==> src/rtl/ptc_pkg.sv <==
package ptc_pkg;
  localparam int REG_W  = 32;
  localparam int ADDR_W = 3;

  typedef enum logic [ADDR_W-1:0] {
    A_CTRL = 3'd0,
    A_TLO  = 3'd1,
    A_THI  = 3'd2,
    A_ILO  = 3'd3,
    A_IHI  = 3'd4
  } ptc_addr_e;
endpackage

==> src/rtl/ptc_regif.sv <==
module ptc_regif
  import ptc_pkg::*;
#(
  parameter int TIME_W = 64,
  parameter int INT_W  = 8
) (
  input  logic                 clk,
  input  logic                 rst,
  input  logic                 wr_i,
  input  logic                 rd_i,
  input  logic [ADDR_W-1:0]    addr_i,
  input  logic [REG_W-1:0]     wdata_i,
  input  logic [TIME_W-1:0]    time_i,
  output logic [REG_W-1:0]     rdata_o,
  output logic                 en_o,
  output logic [INT_W-1:0]     inc_int_o,
  output logic [REG_W-1:0]     inc_frac_o,
  output logic                 load_o,
  output logic [TIME_W-1:0]    load_val_o
);
  localparam int HI_W = TIME_W - REG_W;

  ptc_addr_e          a;
  logic [REG_W-1:0]   tlo_stage_q;
  logic [REG_W-1:0]   ilo_stage_q;
  logic [HI_W-1:0]    snap_hi_q;

  assign a          = ptc_addr_e'(addr_i);
  assign load_o     = wr_i && (a == A_THI);
  assign load_val_o = {wdata_i[HI_W-1:0], tlo_stage_q};

  // writes: staging words and committed control state
  always_ff @(posedge clk) begin
    if (rst) begin
      en_o        <= 1'b0;
      tlo_stage_q <= '0;
      ilo_stage_q <= '0;
      inc_int_o   <= '0;
      inc_frac_o  <= '0;
    end else if (wr_i) begin
      case (a)
        A_CTRL: en_o        <= wdata_i[0];
        A_TLO:  tlo_stage_q <= wdata_i;
        A_ILO:  ilo_stage_q <= wdata_i;
        A_IHI: begin
          inc_int_o  <= wdata_i[INT_W-1:0];
          inc_frac_o <= ilo_stage_q;
        end
        default: ;
      endcase
    end
  end

  // reads: registered data, snapshot on low time word
  always_ff @(posedge clk) begin
    if (rst) begin
      rdata_o   <= '0;
      snap_hi_q <= '0;
    end else if (rd_i) begin
      case (a)
        A_CTRL:  rdata_o <= {{(REG_W-1){1'b0}}, en_o};
        A_TLO: begin
          rdata_o   <= time_i[REG_W-1:0];
          snap_hi_q <= time_i[TIME_W-1:REG_W];
        end
        A_THI:   rdata_o <= snap_hi_q;
        A_ILO:   rdata_o <= inc_frac_o;
        A_IHI:   rdata_o <= {{(REG_W-INT_W){1'b0}}, inc_int_o};
        default: rdata_o <= '0;
      endcase
    end
  end


  inc_hold_chk: assert property (@(posedge clk) disable iff (rst)
    !(wr_i && a == A_IHI) |=> ($stable(inc_int_o) && $stable(inc_frac_o)));


  snap_capture_chk: assert property (@(posedge clk) disable iff (rst)
    (rd_i && a == A_TLO) |=> (snap_hi_q == $past(time_i[TIME_W-1:REG_W])));
endmodule

==> src/rtl/ptc_accum.sv <==
module ptc_accum
  import ptc_pkg::*;
#(
  parameter int TIME_W = 64,
  parameter int INT_W  = 8
) (
  input  logic               clk,
  input  logic               rst,
  input  logic               en_i,
  input  logic [INT_W-1:0]   inc_int_i,
  input  logic [REG_W-1:0]   inc_frac_i,
  input  logic               load_i,
  input  logic [TIME_W-1:0]  load_val_i,
  output logic [TIME_W-1:0]  time_o
);
  logic [REG_W-1:0] frac_q;
  logic [REG_W:0]   fsum;

  assign fsum = {1'b0, frac_q} + {1'b0, inc_frac_i};

  always_ff @(posedge clk) begin
    if (rst) begin
      time_o <= '0;
      frac_q <= '0;
    end else if (load_i) begin
      time_o <= load_val_i;
      frac_q <= '0;
    end else if (en_i) begin
      frac_q <= fsum[REG_W-1:0];
      time_o <= time_o + TIME_W'(inc_int_i) + TIME_W'(fsum[REG_W]);
    end
  end


  hold_when_off_chk: assert property (@(posedge clk) disable iff (rst)
    (!load_i && !en_i) |=> $stable(time_o));


  zero_inc_chk: assert property (@(posedge clk) disable iff (rst)
    (!load_i && inc_int_i == '0 && inc_frac_i == '0) |=> $stable(time_o));


  load_exact_chk: assert property (@(posedge clk) disable iff (rst)
    load_i |=> (time_o == $past(load_val_i) && frac_q == '0));


  monotonic_chk: assert property (@(posedge clk) disable iff (rst)
    (!load_i && en_i) |=> (time_o >= $past(time_o)));
endmodule

==> src/rtl/ns_time_counter.sv <==
module ns_time_counter
  import ptc_pkg::*;
#(
  parameter int TIME_W = 64,
  parameter int INT_W  = 8
) (
  input  logic               clk,
  input  logic               rst,
  input  logic               reg_wr_i,
  input  logic               reg_rd_i,
  input  logic [ADDR_W-1:0]  reg_addr_i,
  input  logic [REG_W-1:0]   reg_wdata_i,
  output logic [REG_W-1:0]   reg_rdata_o,
  output logic [TIME_W-1:0]  time_o
);
  logic               en;
  logic [INT_W-1:0]   inc_int;
  logic [REG_W-1:0]   inc_frac;
  logic               load;
  logic [TIME_W-1:0]  load_val;

  ptc_regif #(.TIME_W(TIME_W), .INT_W(INT_W)) u_regif (
    .clk        (clk),
    .rst        (rst),
    .wr_i       (reg_wr_i),
    .rd_i       (reg_rd_i),
    .addr_i     (reg_addr_i),
    .wdata_i    (reg_wdata_i),
    .time_i     (time_o),
    .rdata_o    (reg_rdata_o),
    .en_o       (en),
    .inc_int_o  (inc_int),
    .inc_frac_o (inc_frac),
    .load_o     (load),
    .load_val_o (load_val)
  );

  ptc_accum #(.TIME_W(TIME_W), .INT_W(INT_W)) u_accum (
    .clk        (clk),
    .rst        (rst),
    .en_i       (en),
    .inc_int_i  (inc_int),
    .inc_frac_i (inc_frac),
    .load_i     (load),
    .load_val_i (load_val),
    .time_o     (time_o)
  );
endmodule

==> config.mk <==
export PLATFORM = sky130hd
export DESIGN_NAME = ns_time_counter
export DESIGN_NICKNAME = d
export VERILOG_FILES = /design/src/rtl/ptc_pkg.sv /design/src/rtl/ptc_regif.sv /design/src/rtl/ptc_accum.sv /design/src/rtl/ns_time_counter.sv
export SDC_FILE = /design/constraint.sdc
export NUM_CORES = 1
export LEC_CHECK = 0
export BUFFER_PORTS_ARGS = -buffer_cell sky130_fd_sc_hd__buf_2
export CORE_AREA = 2 2 213 215
export CTS_CLUSTER_SIZE = 14
export DETAILED_ROUTE_END_ITERATION = 12
export DIE_AREA = 0 0 215 217
export PLACE_DENSITY_LB_ADDON = 0.2
export RECOVER_POWER = 100
export SETUP_SLACK_MARGIN = 0.05
export SYNTH_ARGS = -nofsm -noshare
export SYNTH_HDL_FRONTEND = slang
export SYNTH_SLANG_ARGS = --single-unit
==> constraint.sdc <==
create_clock -name clk -period 6.5 [get_ports clk]
set_clock_uncertainty 0.2 [all_clocks]
set_input_delay 0.325 -clock clk [delete_from_list [all_inputs] [get_ports clk]]
set_output_delay 0.325 -clock clk [all_outputs]
set_load 0.1 [all_outputs]
==> results_dict.tcl, run 1 <==
set metrics [dict create \
    status "finished with violations" \
    violations "max-capacitance violations, max-slew violations" \
    drv_cap 5 \
    synth_nets 1749 \
    rsz0062_at_grt "false" \
    cp-end-kind "flop" \
    min_path_type "in2reg" \
    required_ns 6.77 \
    numCtsBuffers 29 \
    whs_ns 0.0908 \
    drt-initial-drc-count 888 \
    power.leakage_nw 5.42 \
    clk_pin_slew_ns 0.07 \
    ir_drop_v 0.000202 \
    start_util 0.295 \
    synthCells 1668 \
    critPathBufInv 0 \
    regArea_um2 5310 \
    htree_levels 1 \
    cp_cell_sequence "ha_1, nand2_1, or3_1, a211oi_1, a211oi_1, o221ai_1, a221o_1, a21oi_1, fa_1, fa_1, nor2b_1, o21a_1, o21ai_0, a2111oi_4, nand2b_1, or3_1, or3_1, a311oi_1" \
    startpoint_type "flop" \
    period_share 0.887 \
    most-common-layout-cells "328 x nand2_1, 264 x dfxtp_1, 211 x a21oi_1, 148 x nor2_1, 104 x clkbuf_1" \
    dr.pass1.iters 5 \
    fillers 4840 \
    cts_root_buffer "clkbuf_16" \
    r2r_cells 18 \
    multiInputGateArea_um2 7370 \
    viasPerCell 5.11 \
    overflow 0 \
    die_w_um 215 \
    crit_arrival_ns 6.03 \
    grt_pass1_vias 11800 \
    cts_buffer_depth 3 \
    synth_area_um2 13200 \
    yosysWarningCount 0 \
    crit_start "u_regif.inc_frac_o[13]$_SDFFE_PP0P_" \
    ys_ff_latch 265 \
    die_h_um 217 \
    drt_wl_total_mm 45.4 \
    grt_pass1_wl_mm 69.7 \
    ant_nets 0 \
    power_mw 3.82 \
    cp_common_cell "or3_1" \
    max_freq_mhz 174 \
    setup_ws_ns 0.737 \
    syn_avg_cell_area_um2 7.92 \
    hold_viol_final 0 \
    cp_max_fo 7 \
    critical-path-top-delay-family "compound AO/OA/AOI/OAI gates" \
    fin_crit_ns 5.76 \
    layout_commonest_cell "nand2_1" \
    async_flop_share 0 \
    ys.flop_type "dfxtp_1" \
    coreArea_um2 44700 \
    cp_slowest_cell "a2111oi_4" \
    dieArea_um2 46700 \
    drc_errors 0 \
    ys_seq_area_frac 0.402 \
    clkLatencyLatePin_ns 0.57 \
    maxSlewHeadroom -0.879 \
    diodes 0 \
    layout-drive-gt1-share 0.0698 \
    vias 12200 \
    critical_path_class "reg2reg" \
    synth_enable_flop_cells 0 \
    num-nets-final 1852 \
    layout.cells.non_filler 2392 \
    ios 135 \
    finalSetupTns_ns 0 \
    cp_num_cells 18 \
    antenna_found_initial 1 \
    place_ws_ns 0.867 \
    clock-sinks 265 \
    track_usage 0.190 \
    gp_congestion 0.890 \
    slew_viol_final 169 \
    grt_start_max_net_pins 105 \
    min_path_cells 2 \
    portBuffers 134 \
    wl_per_cell_um 19.0 \
    dp_cells 2308 \
    ys_types 55 \
    fp-row-count 78 \
    cpPeakStageDelay_ns 0.52 \
    worstHoldStart "rst" \
    worstMarginPinSlew_ns 2.82 \
    tritoncts "done" \
    pwr_density_cell_nw_per_um2 246 \
    dp_hpwl_mm 31.6 \
    area_growth_pct 17.6 \
    setup_violations 0 \
    rr_startpoint "u_regif.inc_frac_o[13]$_SDFFE_PP0P_" \
]
[logic make-up (layout without fill, tap and decap cells)]
kind of cell	count (synthesis)	after routing	synth area share
simple gates	662	662	0.221
compound gates	429	429	0.202
flops	265	265	0.402
buf+inv	140	264	0.0402
xor+xnor	72	72	0.0478
mux	58	58	0.0461
fa+ha+maj	42	42	0.0415
[per-layer routing]
| metal | up-vias | share of wire | GRT usage |
|---|---|---|---|
| met4 | 0 | 0.027 | 0.0616 |
| met3 | 59 | 0.069 | 0.0391 |
| met5 | - | 0 | 0 |
| met2 | 341 | 0.45 | 0.304 |
| li1 | 6008 | - | - |
| met1 | 5810 | 0.46 | 0.255 |
[flip-flops by register name (all words and copies together) (netlist names)]
register,count
u_accum.time_o,64
u_regif.snap_hi_q,32
u_regif.inc_frac_o,32
u_regif.rdata_o,32
u_regif.tlo_stage_q,32
u_regif.en_o,1
u_regif.inc_int_o,8
u_accum.frac_q,32
u_regif.ilo_stage_q,32
[metrics by stage]
| step | area, um^2 | util |
|---|---|---|
| 2_1_floorplan | 13200 | - |
| 3_3_place_gp | 14400 | 0.321 |
| 3_5_place_dp | 14400 | 0.321 |
| 4_1_cts | 15700 | 0.351 |
| 5_1_grt | 15500 | 0.347 |
| 6_report | 15500 | 0.347 |
[cell type report]
cell class / count / share of cell area
Multi-Input combinational cell: 1263 / 0.475
Sequential cell: 265 / 0.342
Timing Repair Buffer: 183 / 0.0632
Clock buffer: 34 / 0.0499
Tap cell: 600 / 0.0483
Clock inverter: 18 / 0.0153
Inverter: 29 / 0.00701
[what timing repair did]
item                                    in CTS  in global routing
resized for setup                            0                  0
endpoints found under the setup margin       0                  0
hold endpoints to repair                   105                  0
setup buffers                                0                  0
hold buffers                                32                  0
[cell usage after synthesis (7+ instances only)]
cell type | count | share of area
and2_1 | 10 | 0.0047
o21ai_0 | 23 | 0.0087
a22oi_1 | 7 | 0.0040
nand2b_1 | 10 | 0.0047
nand4_1 | 17 | 0.0081
nor2_1 | 148 | 0.042
nand2_1 | 328 | 0.093
o21a_1 | 7 | 0.0040
clkbuf_1 | 101 | 0.029
nor3_1 | 25 | 0.0095
a211oi_1 | 54 | 0.031
mux2i_1 | 36 | 0.027
a21oi_1 | 211 | 0.080
a22o_1 | 24 | 0.016
nand3b_1 | 7 | 0.0040
o221ai_1 | 11 | 0.0073
xor2_1 | 17 | 0.011
o21bai_1 | 8 | 0.0045
and3_1 | 13 | 0.0062
nor2b_1 | 35 | 0.017
ha_1 | 39 | 0.037
xnor2_1 | 55 | 0.036
dfxtp_1 | 265 | 0.40
a21o_1 | 19 | 0.011
nand3_1 | 33 | 0.013
mux2_2 | 20 | 0.017
o211ai_1 | 11 | 0.0063
nor4_1 | 7 | 0.0033
a311oi_1 | 11 | 0.0073
inv_1 | 29 | 0.0082
o21ai_1 | 24 | 0.0091
or3_1 | 15 | 0.0071
[power breakdown]
group	switching [mW]	total, mW	internal [mW]
sequential	0.0335	1.69	1.65
combinational	0.269	0.343	0.0737
clock	0.739	1.79	1.05
total	1.04	3.82	2.78
[path summary, 6_finish.rpt]
check / end / slack, ns
hold / removal: u_regif.rdata_o[31]$_SDFFE_PP0P_ / 0.09
setup reg to reg: u_accum.time_o[60]$_SDFFE_PP0P_ / 0.74
setup / recovery: u_accum.time_o[60]$_SDFFE_PP0P_ / 0.74
hold reg to reg: u_regif.inc_frac_o[26]$_SDFFE_PP0P_ / 0.25
Power figures use the tool's default switching activity.
==> inputs of run 2 (changes only) <==
--- a/config.mk
+++ b/config.mk
@@ -5,11 +5,12 @@
 export SDC_FILE = /design/constraint.sdc
 export NUM_CORES = 1
 export LEC_CHECK = 0
+export ABC_AREA = 1
 export BUFFER_PORTS_ARGS = -buffer_cell sky130_fd_sc_hd__buf_2
-export CORE_AREA = 2 2 213 215
+export CORE_AREA = 2 2 230 232
 export CTS_CLUSTER_SIZE = 14
 export DETAILED_ROUTE_END_ITERATION = 12
-export DIE_AREA = 0 0 215 217
+export DIE_AREA = 0 0 232 234
 export PLACE_DENSITY_LB_ADDON = 0.2
 export RECOVER_POWER = 100
 export SETUP_SLACK_MARGIN = 0.05
==> results_dict.tcl, run 2 <==
set metrics [dict create \
    ys_seq_area_frac 0.346 \
    gp_congestion 0.918 \
    rsz0062_at_grt "false" \
    grt_pass1_vias 15400 \
    hold_end "u_accum.time_o[47]$_SDFFE_PP0P_" \
    fp-row-count 84 \
    cpPeakStageDelay_ns 1.82 \
    ios 135 \
    ys.flop_type "dfxtp_1" \
    worstHoldStart "rst" \
    hold_viol_final 0 \
    power.leakage_nw 7.49 \
    most-common-layout-cells "660 x nand2_1, 353 x inv_1, 264 x dfxtp_1, 247 x a21oi_1, 219 x nor2_1" \
    tritoncts "done" \
    synthTopCellsByCount "659 x nand2_1, 353 x inv_1, 265 x dfxtp_1" \
    synth_nets 2510 \
    min_path_cells 2 \
    clk_pin_slew_ns 0.07 \
    period_share 0.802 \
    min_path_type "in2reg" \
    die_h_um 234 \
    largest-register "u_accum.time_o" \
    synthSimpleGateAreaFrac 0.306 \
    status "finished with violations" \
    startpoint_type "input port" \
    rr_startpoint "u_regif.inc_frac_o[0]$_SDFFE_PP0P_" \
    synth.most_common_cell "nand2_1" \
    slew_viol_final 334 \
    yosys.area_share.adder 0.0357 \
    synth.area.mux_share 0 \
    ys_ff_latch 265 \
    clock-sinks 265 \
    synth-compound-area-share 0.174 \
    synth_area_leaders "dfxtp_1 35%, nand2_1 16%, inv_1 8.6%" \
    maxSlewHeadroom -0.916 \
    worstMarginPinSlew_ns 2.87 \
    clkLatencyLatePin_ns 0.56 \
    cts_buffer_depth 3 \
    ant_nets 0 \
    synth_enable_flop_cells 0 \
    wl_per_cell_um 19.1 \
    layout_commonest_cell "nand2_1" \
    violations "max-capacitance violations, max-slew violations" \
    drv_cap 8 \
    die_w_um 232 \
    num-nets-final 2629 \
    synth_top_family_by_area "simple AND/OR/NAND/NOR gates" \
    synthCells 2429 \
    synth_area_um2 15300 \
    seq_power_share 0.410 \
    largest_reg_flops 64 \
    dieArea_um2 54300 \
    cp_slowest_cell "nor2_2" \
    coreArea_um2 52000 \
    r2r_cells 21 \
    dr.pass1.iters 7 \
    portBuffers 134 \
    cp-end-kind "flop" \
    drc_errors 0 \
    setup_violations 0 \
    cts_resized 0 \
    synth_xor_area_frac 0.0206 \
    critPathBufInv 5 \
    r2r-end "u_accum.time_o[43]$_SDFFE_PP0P_" \
    antenna_found_initial 2 \
    r2r_slack_ns 2.28 \
    drt-initial-drc-count 1233 \
    clkPwrFrac 0.503 \
    dp_cells 3166 \
    async_flop_share 0 \
    viasPerCell 4.99 \
    sw_frac_of_total 0.264 \
    ir_drop_v 0.000133 \
    htree_levels 2 \
    power_switching_mw 1.09 \
    required_ns 6.78 \
    dp_hpwl_mm 46.7 \
    pwr_density_cell_nw_per_um2 231 \
    synth_top_cell_area_share 0.346 \
    cts_root_buffer "clkbuf_16" \
    grt_start_max_net_pins 76 \
    syn_avg_cell_area_um2 6.31 \
    finalSetupTns_ns 0 \
    power_frac_comb 0.086 \
    grt_pass1_wl_mm 94.6 \
    max_freq_mhz 192 \
    vias 16300 \
    area_growth_pct 17.1 \
    drt_wl_total_mm 62.4 \
    postCtsSetupRepairBufs 0 \
    overflow 0 \
    numCtsBuffers 34 \
    start_util 0.295 \
    cp_cell_sequence "dlygate4sd3_1, clkbuf_1, inv_1, nand3_1, nor2_4, clkbuf_1, nor2_2, clkbuf_1, nand2_1, a21oi_1" \
    critical_path_class "in2reg" \
    cp_max_fo 37 \
    ys_types 45 \
    internal_power_mw 3.05 \
    cp_common_cell "clkbuf_1" \
    layout.cells.non_filler 3261 \
    yosysWarningCount 0 \
    track_usage 0.229 \
    critical-path-top-delay-family "buffers and inverters" \
    fin_crit_ns 5.21 \
    crit_arrival_ns 5.49 \
    layout-drive-gt1-share 0.0560 \
    yosysTopAreaCell "dfxtp_1" \
]
[run 2: changes by cell type in the layout (fill, tap and decap cells not counted), sizes merged, moves of 22 or more]
cell,previous run,this run
a211oi,54,1
a21oi,211,247
a22o,24,0
inv,30,361
mux2,22,0
mux2i,36,0
nand2,328,672
nand3,33,151
nor2,148,236
nor2b,35,0
o21ai,47,157
o22ai,2,34
xnor2,55,2
[run 2: per-stage QoR]
stage	total power, mW	instance area [um^2]	utilization	setup WS (ns)	hold slack (ns)
final	4.14	18000	0.345	1.29	0.0568
after CTS	4.17	18100	0.349	2.27	0.0655
after global routing	4.26	17900	0.345	0.983	0.102
after floorplan	1.95	15300	-	2.96	0.237
after detailed placement	2.07	16600	0.319	2.28	0.251
after global placement	2.07	16600	0.319	2.34	0.245
[run 2: worst max-delay path by stage]
stage                                             from                         endpoint  depth (start not counted)
floorplan           u_regif.inc_frac_o[0]$_SDFFE_PP0P_  u_accum.time_o[48]$_SDFFE_PP0P_                         23
global placement    u_regif.inc_frac_o[0]$_SDFFE_PP0P_  u_accum.time_o[48]$_SDFFE_PP0P_                         23
detailed placement  u_regif.inc_frac_o[0]$_SDFFE_PP0P_  u_accum.time_o[48]$_SDFFE_PP0P_                         23
CTS                 u_regif.inc_frac_o[0]$_SDFFE_PP0P_  u_accum.time_o[48]$_SDFFE_PP0P_                         23
global route                             reg_addr_i[2]   u_accum.frac_q[5]$_SDFFE_PP0P_                         13
finish                                   reg_addr_i[2]  u_accum.time_o[22]$_SDFFE_PP0P_                         10
[run 2: cell type report]
class | count | area, um^2
fillers | 5782 | 34100
diodes | 1 | 2.50
flip-flops and latches | 265 | 5310
multi-input cells | 1696 | 8220
well taps | 688 | 861
clock inverters | 12 | 190
repair buffers | 186 | 990
clock buffers | 48 | 1020
inverters | 365 | 1370
[run 2: repair_timing]
| action | in CTS | in global routing |
|---|---|---|
| hold buffers | 34 | 0 |
| endpoints found under the setup margin | 0 | 0 |
| hold endpoints to repair | 74 | 0 |
[run 2: kinds of logic (layout without fill, tap and decap cells)]
group / count (synthesis) / after routing
AOI/OAI and AO/OA: 492 / 492
xor gates and xnor gates: 36 / 36
adders and majority gates: 42 / 42
buffers and inverters: 468 / 611
DFF: 265 / 265
other: 0 / 1
and+or+nand+nor: 1126 / 1126
[run 2: power groups by stage]
stage | clock network, mW | logic, mW | registers, mW
global placement | 0 | 0.342 | 1.73
finish | 2.08 | 0.357 | 1.70
detailed placement | 0 | 0.342 | 1.73
CTS | 2.12 | 0.360 | 1.70
floorplan | 0 | 0.180 | 1.77
global route | 2.17 | 0.389 | 1.70
[run 2: per-layer routing]
| layer | routed length [um] | up-vias | part of all wire | track usage |
|---|---|---|---|---|
| met5 | 13 | - | 0.00021 | 0 |
| met4 | 2270 | 2 | 0.036 | 0.0889 |
| met3 | 3730 | 114 | 0.060 | 0.0297 |
| met2 | 27900 | 531 | 0.45 | 0.369 |
| met1 | 28500 | 7587 | 0.46 | 0.311 |
| li1 | - | 8053 | - | - |
==> inputs of run 3 (changes only) <==
==> constraint.sdc (replaced) <==
create_clock -name clk -period 5.3 [get_ports clk]
set_clock_uncertainty 0.2 [all_clocks]
set_input_delay 0.265 -clock clk [delete_from_list [all_inputs] [get_ports clk]]
set_output_delay 0.265 -clock clk [all_outputs]
set_load 0.1 [all_outputs]
==> results_dict.tcl, run 3 (synthesis results as in run 2) <==
set metrics [dict create \
    wl_per_cell_um 18.9 \
    start_util 0.295 \
    drt-initial-drc-count 1328 \
    pwr_density_cell_nw_per_um2 264 \
    sw_frac_of_total 0.271 \
    cp_slowest_cell "inv_1" \
    seq_power_share 0.445 \
    ir_drop_v 0.000174 \
    dr.pass1.iters 5 \
    fillers 5822 \
    gp_congestion 0.920 \
    violations "max-capacitance violations, max-slew violations" \
    die_h_um 234 \
    internal_power_mw 3.41 \
    worstMarginPinSlew_ns 2.65 \
    cpPeakStageDelay_ns 1.12 \
    htree_levels 1 \
    fin_crit_ns 4.47 \
    num-nets-final 2626 \
    power_frac_comb 0.094 \
    maxSlewHeadroom -0.774 \
    status "finished with violations" \
    tritoncts "done" \
    layout-drive-gt1-share 0.0518 \
    grt_pass1_vias 15300 \
    ant_nets 0 \
    track_usage 0.223 \
    ios 135 \
    largest-register "u_accum.time_o" \
    most-common-layout-cells "663 x nand2_1, 354 x inv_1, 264 x dfxtp_1, 246 x a21oi_1, 221 x nor2_1" \
    clock-sinks 265 \
    cts_buffer_depth 3 \
    die_w_um 232 \
    crit_arrival_ns 4.80 \
    multiInputGateArea_um2 8200 \
    coreArea_um2 52000 \
    fin_util 0.341 \
    numCtsBuffers 31 \
    layout_commonest_cell "nand2_1" \
    cp_cell_sequence "dlygate4sd3_1, clkbuf_1, inv_1, nand3_1, nor2_4, inv_1, nand2_1, clkbuf_2, o22ai_1, a21oi_1, nor2_1" \
    power_switching_mw 1.27 \
    clk_pin_slew_ns 0.06 \
    max_freq_mhz 224 \
    cp_common_cell "inv_1" \
    startpoint_type "input port" \
    area_growth_pct 15.8 \
    vias 16400 \
    drc_errors 0 \
    rsz0062_at_grt "false" \
    largest_reg_flops 64 \
    power_mw 4.68 \
    cp-end-kind "flop" \
    min_path_type "in2reg" \
    placed_area_um2 16600 \
    required_ns 5.63 \
    setup_violations 0 \
    period_share 0.844 \
    diodes 0 \
    cp_max_fo 36 \
    antenna_found_initial 0 \
    clkPwrFrac 0.461 \
    finalSetupTns_ns 0 \
    clkLatencyLatePin_ns 0.60 \
    overflow 0 \
    critical_path_class "in2reg" \
    drv_cap 6 \
    power.leakage_nw 7.40 \
    portBuffers 134 \
    cts_resized 0 \
    grt_start_max_net_pins 69 \
    fp-row-count 84 \
    regArea_um2 5310 \
    dp_hpwl_mm 46.6 \
    cts_root_buffer "clkbuf_16" \
    dieArea_um2 54300 \
    fin_area_um2 17800 \
    drt_wl_total_mm 61.7 \
    slew_viol_final 223 \
    viasPerCell 5.03 \
    grt_pass1_wl_mm 93.0 \
    hold_viol_final 0 \
]
[run 3: area by class of cell]
class | instances | area share
timing repair buffer | 186 | 0.0564
tap | 688 | 0.0485
sequential | 265 | 0.299
clock inverter | 7 | 0.00423
inverter | 365 | 0.0772
clock buffer | 49 | 0.0531
multi-input combinational | 1696 | 0.462
[run 3: worst paths after layout]
check	from	end	slack, ns	cells after the start
worst max-delay path	reg_addr_i[0]	u_accum.time_o[47]$_SDFFE_PP0P_	0.83	11
worst min register to register	u_regif.ilo_stage_q[8]$_SDFFE_PP0P_	u_regif.ilo_stage_q[8]$_SDFFE_PP0P_	0.26	2
worst max register to register	u_regif.inc_frac_o[0]$_SDFFE_PP0P_	u_accum.time_o[56]$_SDFFE_PP0P_	0.96	23
worst min-delay path	rst	u_accum.time_o[43]$_SDFFE_PP0P_	0.04	2
[run 3: layer usage]
| layer | up-vias | routed length (um) | track usage |
|---|---|---|---|
| met4 | 0 | 2060 | 0.0769 |
| li1 | 8041 | - | - |
| met2 | 558 | 27400 | 0.358 |
| met5 | - | 0 | 0 |
| met1 | 7692 | 27400 | 0.298 |
| met3 | 98 | 4810 | 0.0444 |
[run 3: worst max-delay path: cells and delay by family]
| kind | cells | cell delay (ns) |
|---|---|---|
| compound gates | 2 | 0.51 |
| simple gates | 4 | 1.31 |
| buf+inv | 5 | 2.68 |
[run 3: through the flow]
stage	cells	hold slack, ns	worst slack [ns]
after detailed placement	3164	0.251	1.07
after global placement	3164	0.246	1.15
after CTS	3256	0.0333	1.03
final	3256	0.0408	0.829
after global routing	3256	0.0667	0.537
after floorplan	2429	0.207	1.76
[run 3: repair_timing]
action | CTS | global route
setup buffers | 0 | 0
hold buffers | 36 | 0
setup endpoints to repair | 0 | 0
hold endpoints to repair | 92 | 0
[run 3: power groups by stage]
stage / sequential (mW) / clock, mW / combinational [mW]
global placement: 2.12 / 0 / 0.417
floorplan: 2.18 / 0 / 0.221
CTS: 2.08 / 2.19 / 0.441
detailed placement: 2.13 / 0 / 0.418
finish: 2.08 / 2.16 / 0.438
global route: 2.09 / 2.28 / 0.477
